<file path="src/rtl/tenbit_pkg.sv">
package tenbit_pkg;
  localparam int SYM_W  = 10;
  localparam int BYTE_W = 8;
  localparam int S6_W   = 6;
  localparam int S4_W   = 4;
  localparam int XCNT   = 1 << 5;
  localparam int YCNT   = 1 << 3;

  // 6-bit sub-block emitted when running disparity is negative
  function automatic logic [S6_W-1:0] six_neg(input logic [4:0] x);
    case (x)
      5'd0:  six_neg = 6'b100111; 5'd1:  six_neg = 6'b011101;
      5'd2:  six_neg = 6'b101101; 5'd3:  six_neg = 6'b110001;
      5'd4:  six_neg = 6'b110101; 5'd5:  six_neg = 6'b101001;
      5'd6:  six_neg = 6'b011001; 5'd7:  six_neg = 6'b111000;
      5'd8:  six_neg = 6'b111001; 5'd9:  six_neg = 6'b100101;
      5'd10: six_neg = 6'b010101; 5'd11: six_neg = 6'b110100;
      5'd12: six_neg = 6'b001101; 5'd13: six_neg = 6'b101100;
      5'd14: six_neg = 6'b011100; 5'd15: six_neg = 6'b010111;
      5'd16: six_neg = 6'b011011; 5'd17: six_neg = 6'b100011;
      5'd18: six_neg = 6'b010011; 5'd19: six_neg = 6'b110010;
      5'd20: six_neg = 6'b001011; 5'd21: six_neg = 6'b101010;
      5'd22: six_neg = 6'b011010; 5'd23: six_neg = 6'b111010;
      5'd24: six_neg = 6'b110011; 5'd25: six_neg = 6'b100110;
      5'd26: six_neg = 6'b010110; 5'd27: six_neg = 6'b110110;
      5'd28: six_neg = 6'b001110; 5'd29: six_neg = 6'b101110;
      5'd30: six_neg = 6'b011110; default: six_neg = 6'b101011;
    endcase
  endfunction

  // 4-bit sub-block for data at negative disparity (primary .7)
  function automatic logic [S4_W-1:0] four_neg(input logic [2:0] y);
    case (y)
      3'd0: four_neg = 4'b1011; 3'd1: four_neg = 4'b1001;
      3'd2: four_neg = 4'b0101; 3'd3: four_neg = 4'b1100;
      3'd4: four_neg = 4'b1101; 3'd5: four_neg = 4'b1010;
      3'd6: four_neg = 4'b0110; default: four_neg = 4'b1110;
    endcase
  endfunction

  // 4-bit sub-block of K28.y at negative starting disparity
  function automatic logic [S4_W-1:0] four_k28(input logic [2:0] y);
    case (y)
      3'd0: four_k28 = 4'b0100; 3'd1: four_k28 = 4'b1001;
      3'd2: four_k28 = 4'b0101; 3'd3: four_k28 = 4'b0011;
      3'd4: four_k28 = 4'b0010; 3'd5: four_k28 = 4'b1010;
      3'd6: four_k28 = 4'b0110; default: four_k28 = 4'b1000;
    endcase
  endfunction

  function automatic logic [SYM_W-1:0] encode(input logic [BYTE_W-1:0] v,
                                              input logic k, input logic pos);
    logic [4:0] x;
    logic [2:0] y;
    logic [S6_W-1:0] s6;
    logic [S4_W-1:0] s4;
    logic rd1;
    logic alt;
    x = v[4:0];
    y = v[7:5];
    if (k) begin
      if (x == 5'd28) encode = {6'b001111, four_k28(y)};
      else            encode = {six_neg(x), 4'b1000};
      if (pos) encode = ~encode;
    end else begin
      s6 = six_neg(x);
      if ($countones(s6) != 3) begin
        if (pos) s6 = ~s6;
        rd1 = ~pos;
      end else begin
        rd1 = pos;
        if (x == 5'd7 && pos) s6 = ~s6;
      end
      s4  = four_neg(y);
      alt = (!rd1 && (x == 5'd17 || x == 5'd18 || x == 5'd20)) ||
            ( rd1 && (x == 5'd11 || x == 5'd13 || x == 5'd14));
      if (y == 3'd7 && alt) s4 = 4'b0111;
      if (rd1 && (y == 3'd0 || y == 3'd3 || y == 3'd4 || y == 3'd7)) s4 = ~s4;
      encode = {s6, s4};
    end
  endfunction

  // running disparity after both sub-blocks of a character
  function automatic logic next_rd(input logic [SYM_W-1:0] s, input logic rd_in);
    logic [S6_W-1:0] a;
    logic [S4_W-1:0] b;
    a = s[9:4];
    b = s[3:0];
    next_rd = rd_in;
    if ($countones(a) > 3 || a == 6'b000111)      next_rd = 1'b1;
    else if ($countones(a) < 3 || a == 6'b111000) next_rd = 1'b0;
    if ($countones(b) > 2 || b == 4'b0011)        next_rd = 1'b1;
    else if ($countones(b) < 2 || b == 4'b1100)   next_rd = 1'b0;
  endfunction
endpackage

</file>
<file path="src/rtl/sym_lookup.sv">
module sym_lookup
  import tenbit_pkg::*;
(
  input  logic [SYM_W-1:0]  sym_i,
  input  logic              rd_i,
  output logic [BYTE_W-1:0] byte_o,
  output logic              k_o,
  output logic              code_err_o,
  output logic              disp_err_o
);
  logic [S6_W-1:0] s6, c6;
  logic [S4_W-1:0] s4, s4k, c4;
  logic [4:0] x;
  logic [2:0] y;
  logic k28, kx7, alt4;
  logic [SYM_W-1:0] exp_n, exp_p;

  always_comb begin
    s6  = sym_i[9:4];
    s4  = sym_i[3:0];
    x   = '0;
    y   = '0;
    c6  = '0;
    c4  = '0;
    k28 = (s6 == 6'b001111) || (s6 == 6'b110000);
    s4k = (s6 == 6'b110000) ? ~s4 : s4;
    for (int i = 0; i < XCNT; i++) begin
      c6 = six_neg(5'(i));
      if (s6 == c6 || (s6 == ~c6 && ($countones(c6) != 3 || i == 7))) x = 5'(i);
    end
    if (k28) x = 5'd28;
    for (int j = 0; j < YCNT; j++) begin
      if (k28) begin
        if (s4k == four_k28(3'(j))) y = 3'(j);
      end else begin
        c4 = four_neg(3'(j));
        if (s4 == c4 || (s4 == ~c4 && (j == 0 || j == 3 || j == 4 || j == 7))) y = 3'(j);
      end
    end
    alt4 = (s4 == 4'b0111) || (s4 == 4'b1000);
    if (!k28 && alt4) y = 3'd7;
    kx7 = !k28 && alt4 && (x == 5'd23 || x == 5'd27 || x == 5'd29 || x == 5'd30);
  end

  assign byte_o     = {y, x};
  assign k_o        = k28 | kx7;
  assign exp_n      = encode(byte_o, k_o, 1'b0);
  assign exp_p      = encode(byte_o, k_o, 1'b1);
  assign code_err_o = (sym_i != exp_n) && (sym_i != exp_p);
  assign disp_err_o = !code_err_o && (sym_i != (rd_i ? exp_p : exp_n));
endmodule

</file>
<file path="src/rtl/disp_tracker.sv">
module disp_tracker
  import tenbit_pkg::*;
#(
  parameter logic RD_RESET = 1'b0
) (
  input  logic             clk,
  input  logic             rst,
  input  logic             en_i,
  input  logic [SYM_W-1:0] sym_i,
  output logic             rd_o
);
  always_ff @(posedge clk) begin
    if (rst)       rd_o <= RD_RESET;
    else if (en_i) rd_o <= next_rd(sym_i, rd_o);
  end

  // idle cycles leave running disparity untouched
  assert_rd_idle_hold_R11: assert property (@(posedge clk) disable iff (rst)
    !en_i |=> $stable(rd_o));
  // an all-ones-heavy character always ends positive
  assert_rd_heavy_pos_R7: assert property (@(posedge clk) disable iff (rst)
    (en_i && $countones(sym_i[3:0]) > 2) |=> rd_o);
endmodule

</file>
<file path="src/rtl/fault_status.sv">
module fault_status (
  input  logic clk,
  input  logic rst,
  input  logic fault_i,
  input  logic clr_i,
  input  logic overlay_i,
  output logic status_o,
  output logic los_o
);
  always_ff @(posedge clk) begin
    if (rst) begin
      status_o <= 1'b0;
      los_o    <= 1'b0;
    end else begin
      status_o <= (status_o & ~clr_i) | fault_i;
      los_o    <= fault_i & overlay_i;
    end
  end

  // set bit survives until a clear
  assert_status_sticky_R8: assert property (@(posedge clk) disable iff (rst)
    (status_o && !clr_i) |=> status_o);
  // clear without a fault empties the bit
  assert_status_clear_R9: assert property (@(posedge clk) disable iff (rst)
    (clr_i && !fault_i) |=> !status_o);
  // a fault wins over a simultaneous clear
  assert_status_fault_wins_R9: assert property (@(posedge clk) disable iff (rst)
    fault_i |=> status_o);
endmodule

</file>
<file path="src/rtl/tenbit_decoder.sv">
module tenbit_decoder
  import tenbit_pkg::*;
(
  input  logic              clk,
  input  logic              rst,
  input  logic              sym_valid_i,
  input  logic [SYM_W-1:0]  sym_i,
  input  logic              los_overlay_i,
  input  logic              status_rdclr_i,
  output logic              dat_valid_o,
  output logic [BYTE_W-1:0] dat_o,
  output logic              dat_k_o,
  output logic              code_err_o,
  output logic              disp_err_o,
  output logic              err_status_o,
  output logic              los_o
);
  logic              rd;
  logic [BYTE_W-1:0] lk_byte;
  logic              lk_k, lk_code, lk_disp, fault;

  sym_lookup u_lookup (
    .sym_i      (sym_i),
    .rd_i       (rd),
    .byte_o     (lk_byte),
    .k_o        (lk_k),
    .code_err_o (lk_code),
    .disp_err_o (lk_disp)
  );

  disp_tracker #(.RD_RESET(1'b0)) u_rd (
    .clk   (clk),
    .rst   (rst),
    .en_i  (sym_valid_i),
    .sym_i (sym_i),
    .rd_o  (rd)
  );

  assign fault = sym_valid_i & (lk_code | lk_disp);

  fault_status u_status (
    .clk       (clk),
    .rst       (rst),
    .fault_i   (fault),
    .clr_i     (status_rdclr_i),
    .overlay_i (los_overlay_i),
    .status_o  (err_status_o),
    .los_o     (los_o)
  );

  always_ff @(posedge clk) begin
    if (rst) begin
      dat_valid_o <= 1'b0;
      dat_o       <= '0;
      dat_k_o     <= 1'b0;
      code_err_o  <= 1'b0;
      disp_err_o  <= 1'b0;
    end else begin
      dat_valid_o <= sym_valid_i;
      if (sym_valid_i) begin
        dat_o   <= lk_byte;
        dat_k_o <= lk_k;
      end
      code_err_o <= sym_valid_i & lk_code;
      disp_err_o <= sym_valid_i & lk_disp;
    end
  end

  // one cycle from character to decoded output
  assert_latency_R2: assert property (@(posedge clk) disable iff (rst)
    sym_valid_i |=> dat_valid_o);
  assert_idle_latency_R2: assert property (@(posedge clk) disable iff (rst)
    !sym_valid_i |=> !dat_valid_o);
  // the two fault kinds exclude each other
  assert_fault_exclusive_R6: assert property (@(posedge clk) disable iff (rst)
    !(code_err_o && disp_err_o));
  // loss-of-signal only accompanies a reported fault
  assert_los_needs_fault_R10: assert property (@(posedge clk) disable iff (rst)
    los_o |-> (dat_valid_o && (code_err_o || disp_err_o)));
  // a reported fault is reflected in the status bit
  assert_fault_sets_status_R8: assert property (@(posedge clk) disable iff (rst)
    (code_err_o || disp_err_o) |-> err_status_o);
endmodule

</file>
<file path="config.mk">
export PLATFORM = sky130hd
export DESIGN_NAME = tenbit_decoder
export DESIGN_NICKNAME = d
export VERILOG_FILES = /design/src/rtl/tenbit_pkg.sv /design/src/rtl/sym_lookup.sv /design/src/rtl/disp_tracker.sv /design/src/rtl/fault_status.sv /design/src/rtl/tenbit_decoder.sv
export SDC_FILE = /design/constraint.sdc
export NUM_CORES = 1
export LEC_CHECK = 0
export BUFFER_PORTS_ARGS = -buffer_cell sky130_fd_sc_hd__buf_2
export CAP_MARGIN = 40
export CORE_ASPECT_RATIO = 1.4
export CORE_MARGIN = 4
export CORE_UTILIZATION = 49
export CTS_CLUSTER_SIZE = 16
export DETAILED_ROUTE_END_ITERATION = 16
export PLACE_DENSITY_LB_ADDON = 0.05
export SLEW_MARGIN = 0
export SYNTH_ARGS = -nofsm -noshare
export SYNTH_HDL_FRONTEND = slang
export SYNTH_HIERARCHICAL = 1
export SYNTH_SLANG_ARGS = --single-unit
</file>
<file path="constraint.sdc">
create_clock -name clk -period 6.4 [get_ports clk]
set_clock_uncertainty 0.15 [all_clocks]
set_input_delay 0.32 -clock clk [delete_from_list [all_inputs] [get_ports clk]]
set_output_delay 0.32 -clock clk [all_outputs]
set_load 0.005 [all_outputs]
</file>
==> results.md, run 1 <==
* WL final at 11.0 mm
* Final antenna-violating net count at 0
* Post-synth ARST share at 0
* RSZ-0062 raised after global routing: false
* Outcome: complete, no violations
* Largest net degree at the start of global routing at 28
* Clk_lat worst skew at 0.24 ns
* CP required at 6.43 ns
* #FFs+latches synth at 15
* GP Congestion at 0.892
* Synth Net Count at 550
* Layout cells sized above 1 at 0.206
* Critical Path Start Type: primary input
* Worst ir drop on vdd at 0.146 mV
* CTS Buf Count at 3
* Num rows at 37
* CTS Buffer Depth at 2
* Area Overhead vs Synth at 9.92%
* Synth warn at 6
* Worst Setup End Kind: flip-flop
* Crit share post-route at 0.950
* R2R depth at 9
* PD cells at 234 nW/µm²
* Vias per cell at 6.20
* Total grt overflow at 0
* Met3 WL at 382 µm
* Final WS setup at 0.323 ns
* CTS tree: built
* Min Tclk post-route at 6.08 ns
* Met1 WL at 4.50 mm
* Worst Min Path Start: los_overlay_i
* Final Hold Viols at 0
* TNS Setup at 0 ns
* First-pass GRT wire length at 17.9 mm
* Initial antenna violation count at 0
* Worst hold path stage count at 3
* Relative slew slack at 0.434
* Pre-CTS setup slack at -0.0345 ns
* WL/cell at 17.5 µm
* Max Slew Vio Count at 0
* CTS Sinks at 15
* Core area at 7410 µm²
* Synth area leader: ha_1
* Worst EP arrival at 6.11 ns
* Port-buffer cells at 28
* Worst R2R End: u_status/status_o
* Iteration-0 DRC Markers at 242
* N_diodes at 0
* Post-synthesis cell count at 504
* Mapped Area at 3750 µm²
* Setup Buffers After CTS at 0
* Die Ht at 111 µm
* Final nets at 581
* Die Footprint at 9130 µm²
* Hold path endpoint: u_status/los_o
* Met2 wire length at 5.84 mm
* Least-Margin Pin Slew at 0.847 ns
* Reg2reg start: u_rd/rd_o
* Sequential area share after synthesis at 0.0802
* Setup violations, final at 0
* Kind of critical path: primary input to flip-flop
* Fmax at 165 MHz
* Fillers at 763
* Final core occ at 0.556
* Post-synth EDFFs at 0
* Pleak at 1.74 nW
* Clock-pin slew on the worst setup and hold paths at 0.06 ns
* Post-cts hold buffer count at 0
* Avg Cell Area, Syn at 7.43 µm²
* Synth unique cells at 94
* Via count at 3910
* Synth area leaders: ha_1 (8.4%), dfxtp_1 (8.0%), nor2_1 (5.2%)
* Post-route DRC at 0
* Starting Density at 0.506
* CTS resizes at 0
* Ys flop type: dfxtp_1
* Hold Crit Class: primary input to flip-flop
* Footprint of the multi-input gates at 3120 µm²
* Vias in the first global route at 3643
* Area share of the largest cell type after synthesis at 0.0835
* Total global routing track utilization at 0.242
* DIE WIDTH at 81.9 µm
* Htree depth at 1
* Register area at 300 µm²
* R2r setup slk at 3.97 ns
* DP HPWL at 8.70 mm
* DRT Pass-1 Iters at 5
* Max-Cap Viols at 0
* I/O pins at 29
* CP Max Fanout at 16
* Top sig layer: met4
* Clock root buffer master: clkbuf_8
## sequential cells by signal, summed over array words and instances, names as in the netlist
signal             flops
code_err_o             1
u_status/los_o         1
disp_err_o             1
dat_o                  8
u_status/status_o      1
dat_valid_o            1
dat_k_o                1
u_rd/rd_o              1
## stage by stage
| step | instances | total power [mW] | cell area (µm²) | hold slack (ns) |
|---|---|---|---|---|
| 2_1_floorplan | 504 | 0.674 | 3750 | 0.232 |
| 3_3_place_gp | 627 | 0.848 | 4020 | 0.321 |
| 3_5_place_dp | 627 | 0.864 | 4020 | 0.331 |
| 4_1_cts | 631 | 0.943 | 4070 | 0.155 |
| 5_1_grt | 631 | 1.05 | 4120 | 0.180 |
| 6_report | 631 | 0.965 | 4120 | 0.155 |
## cell usage after synthesis, drive strengths merged (6+ instances only)
cell	n
o31ai	6
dfxtp	15
mux2i	17
nand4	8
a31oi	10
nor2	57
nand3	12
or3	7
nor3	15
ha	25
a211oi	7
buf	20
a21oi	31
nor2b	6
nand2	29
fa	6
and2	8
o21ai	25
clkbuf	11
nor4	6
xnor2	16
xor2	8
inv	36
nand2b	17
nand3b	8
## worst max-delay path: stages
cell	delay, ns
clkbuf_4	0.19
buf_4	0.20
nand2b_1	0.21
and3_1	0.26
o31ai_4	0.37
nand2_4	0.16
inv_4	0.17
or3_1	0.13
a31oi_1	0.07
nor2_1	0.22
inv_2	0.12
ha_1	0.25
fa_1	0.49
ha_1	0.24
or4b_1	0.63
mux2_2	0.37
o21ba_2	0.24
xnor2_1	0.13
a211o_1	0.26
nor4_2	0.35
nand4_1	0.17
o2bb2ai_1	0.21
o21a_1	0.16
inv_1	0.05
a21oi_2	0.10
## cell type report
class | count | share of cell area
clock inverters | 1 | 0.00122
inverters | 38 | 0.0365
well taps | 97 | 0.0295
flip-flops and latches | 15 | 0.0729
multi-input cells | 420 | 0.759
clock buffers | 3 | 0.0100
repair buffers | 57 | 0.0912
## cells in the final DEF (no fill, tap or decap), types with 4 or more instances in the layout
master	n
dfxtp_1	15
fa_1	6
nand2_1	27
or3_1	6
inv_1	31
o2111ai_1	4
xnor2_1	16
nand3b_1	8
and3_1	4
nor2b_1	5
a31oi_1	8
o31ai_1	5
nand2b_1	15
nand4_1	7
nor4_1	4
a21oi_1	28
ha_1	25
buf_2	26
nor3_1	15
and2_1	8
nand3_1	12
xor2_1	8
buf_4	28
o21a_1	4
mux2i_1	16
nand4b_1	5
a211o_1	4
nor2_1	52
o21ai_0	20
a211oi_1	6
## power by group
part | internal [mW] | switching, mW
registers | 0.100 | 0.00579
logic | 0.331 | 0.452
clock network | 0.0431 | 0.0319
total | 0.475 | 0.490
## worst max path at each step
stage,startpoint,end,slack (ns)
final,sym_i[5],u_status/status_o,0.32
after global routing,sym_i[6],u_status/status_o,0.009
after CTS,sym_i[5],u_status/status_o,0.22
after detailed placement,sym_i[5],u_status/status_o,-0.03
after global placement,sym_i[5],u_status/status_o,-0.02
after floorplan,sym_i[4],u_status/status_o,0.38
## cell families (layout without fill, tap and decap cells)
logic type	after synthesis	in the layout	share of synthesized area
compound gates	150	150	0.298
xor+xnor	24	24	0.0561
fa+ha+maj	31	31	0.116
buf+inv	69	99	0.0969
flops	15	15	0.0802
mux	20	20	0.0564
simple gates	195	195	0.297
## routing by layer
layer	up-vias	global-route usage
li1	1913	-
met1	1856	0.297
met2	113	0.442
met3	28	0.0218
met4	0	0.0554
met5	-	0
Power figures use the tool's default switching activity.
==> run 2: changes to the inputs <==
- MAX_ROUTING_LAYER: unset -> met4
- SKIP_LAST_GASP: unset -> 1
==> run 2 against run 1 <==
  * First-iteration DRC count up 30%
  * Clock-buffer cell count is the same
  * Cell count stayed put
  * Combinational power is essentially flat
  * Die area unchanged
  * Register-to-register slack got worse by 0.02 ns
  * Global-route usage grew 0.70 points
  * Utilization is the same
  * Final area stayed put
  * Sequential cell count did not move
  * Sequential share of layout area unchanged
  * Routed wire length down 0.21%
  * Critical endpoint unchanged
  * Highest routed layer unchanged
==> results.md, run 2 (same netlist as run 1, synthesis figures left out) <==
* Outcome: complete, no violations
* Crit path to: u_status/status_o
* Setup crit start: sym_i[5]
* Setup Buffers After CTS at 0 (unchanged)
* Num rows at 37 (unchanged)
* Power share of the combinational group at 0.813 (about the same)
* Final antenna-violating net count at 0 (unchanged)
* WL final at 11.0 mm (-0.21%)
* First-pass GRT wire length at 17.9 mm (unchanged)
* Die Footprint at 9130 µm² (unchanged)
* Fmax at 165 MHz (+0.17%)
* Final WS setup at 0.333 ns (+0.0104 ns)
* Iteration-0 DRC Markers at 314 (+30%)
* Largest Register: dat_o
* Hold Crit Class: primary input to flip-flop
* CTS tree: built
* Initial antenna violation count at 0 (unchanged)
* Clock root buffer master: clkbuf_8
* Htree depth at 1 (unchanged)
* Fillers at 763 (unchanged)
* DRT Pass-1 Iters at 5 (unchanged)
* Internal power at 475 µW (about the same)
* TNS Setup at 0 ns (unchanged)
* CTS resizes at 0 (unchanged)
* CTS Sinks at 15 (unchanged)
* Sequential share of power at 0.110 (about the same)
* Relative slew slack at 0.460 (+0.0263)
* Commonest non-fill, non-tap cell in the layout: nor2_1
* R2R depth at 9 (unchanged)
* Power, Total at 965 µW (about the same)
* Max Slew Vio Count at 0 (unchanged)
* RSZ-0062 raised after global routing: false
* Reg2reg start: u_rd/rd_o
* Total global routing track utilization at 0.249 (+0.00701)
* Clock share of power at 0.078 (about the same)
* Kind of critical path: primary input to flip-flop
* Area Overhead vs Synth at 9.92% (unchanged)
* Clk_lat worst skew at 0.24 ns (about the same)
* Footprint of the multi-input gates at 3120 µm² (unchanged)
* Worst Setup End Kind: flip-flop
* Worst ir drop on vdd at 0.147 mV (+0.58%)
* Total grt overflow at 0 (unchanged)
* Register area at 300 µm² (unchanged)
* CP required at 6.43 ns (about the same)
* Vias in the first global route at 3636 (-0.19%)
* Final Hold Viols at 0 (unchanged)
* PD cells at 234 nW/µm² (about the same)
* CTS Buf Count at 3 (unchanged)
* GP Congestion at 0.907 (+1.7%)
* Starting Density at 0.506 (unchanged)
* Largest net degree at the start of global routing at 28 (unchanged)
* Port-buffer cells at 28 (unchanged)
* Worst EP arrival at 6.10 ns (about the same)
* Least-Margin Pin Slew at 0.808 ns (-0.0393 ns)
* Pleak at 1.74 nW (unchanged)
* Critical Path Start Type: primary input
* Core area at 7410 µm² (unchanged)
* R2r setup slk at 3.95 ns (-0.02 ns)
* Vias per cell at 6.13 (-1.0%)
* DIE WIDTH at 81.9 µm (unchanged)
* Most frequent cells in the layout: nor2_1 (52), inv_1 (31), buf_4 (28), a21oi_1 (28), nand2_1 (27)
* Clock-pin slew on the worst setup and hold paths at 0.06 ns (about the same)
* N_diodes at 0 (unchanged)
* Post-route DRC at 0 (unchanged)
* Crit share post-route at 0.948 (-0.00163)
* Worst R2R End: u_status/status_o
* Min Tclk post-route at 6.07 ns (-0.0104 ns)
* CTS Buffer Depth at 2 (unchanged)
* Die Ht at 111 µm (unchanged)
* WL/cell at 17.4 µm (-0.21%)
* Max reg flops at 8 (unchanged)
* Layout cells sized above 1 at 0.206 (unchanged)
* I/O pins at 29 (unchanged)
* CP Max Fanout at 16 (unchanged)
* Max-Cap Viols at 0 (unchanged)
* Via count at 3871 (-1.0%)
* Switching share of power at 0.508 (about the same)
* Final nets at 581 (unchanged)
* Sw power at 491 µW (+0.11%)
* Post-cts hold buffer count at 0 (unchanged)
* Setup violations, final at 0 (unchanged)
* Pre-CTS setup slack at -0.0345 ns (unchanged)
* DP HPWL at 8.70 mm (unchanged)
-- run 2: cell counts in the layout (fill, tap and decap cells not counted) --
Identical to the previous run, type by type.
-- run 2: worst min-delay path by stage --
stage | from | cells past startpoint | endpoint | slack (ns)
2_1_floorplan | rst | 1 | u_status/status_o | 0.23
3_3_place_gp | dat_o[3] | 2 | dat_o[3] | 0.32
3_5_place_dp | dat_o[4] | 2 | dat_o[4] | 0.33
4_1_cts | los_overlay_i | 3 | u_status/los_o | 0.16
5_1_grt | los_overlay_i | 3 | u_status/los_o | 0.18
6_report | los_overlay_i | 3 | u_status/los_o | 0.15
-- run 2: through the flow --
| step | utilization | cells | instance area [µm²] | hold slack, ns |
|---|---|---|---|---|
| finish | 0.556 | 631 | 4120 | 0.155 |
| global route | 0.556 | 631 | 4120 | 0.178 |
| CTS | 0.549 | 631 | 4070 | 0.155 |
| detailed placement | 0.543 | 627 | 4020 | 0.331 |
| global placement | 0.543 | 627 | 4020 | 0.321 |
| floorplan | - | 504 | 3750 | 0.232 |
-- run 2: critical path, stage by stage --
cell and delay [ns]:
clkbuf_4 0.19, buf_4 0.20, nand2b_1 0.21, and3_1 0.26, o31ai_4 0.37, nand2_4 0.16
inv_4 0.17, or3_1 0.13, a31oi_1 0.07, nor2_1 0.22, inv_2 0.12, ha_1 0.25
fa_1 0.48, ha_1 0.24, or4b_1 0.63, mux2_2 0.36, o21ba_2 0.25, xnor2_1 0.13
a211o_1 0.26, nor4_2 0.36, nand4_1 0.18, o2bb2ai_1 0.21, o21a_1 0.16, inv_1 0.05
a21oi_2 0.10
-- run 2: per-layer routing --
layer  track usage  wire (µm)  share of wire
met3        0.0218        300          0.027
met1         0.298       4520           0.41
met5             -          0              0
met2         0.442       5930           0.54
met4        0.0554        238          0.022
-- run 2: final cells by class --
class	instances	area share
multi-input combinational	420	0.759
timing repair buffer	57	0.0912
sequential	15	0.0729
inverter	38	0.0365
tap	97	0.0295
clock buffer	3	0.0100
clock inverter	1	0.00122
-- run 2: power groups by stage --
stage	Combinational (mW)	Sequential (mW)	Clock, mW
2_1_floorplan	0.568	0.106	0
3_3_place_gp	0.741	0.108	0
3_5_place_dp	0.756	0.108	0
4_1_cts	0.761	0.106	0.0762
5_1_grt	0.859	0.107	0.0814
6_report	0.784	0.106	0.0749
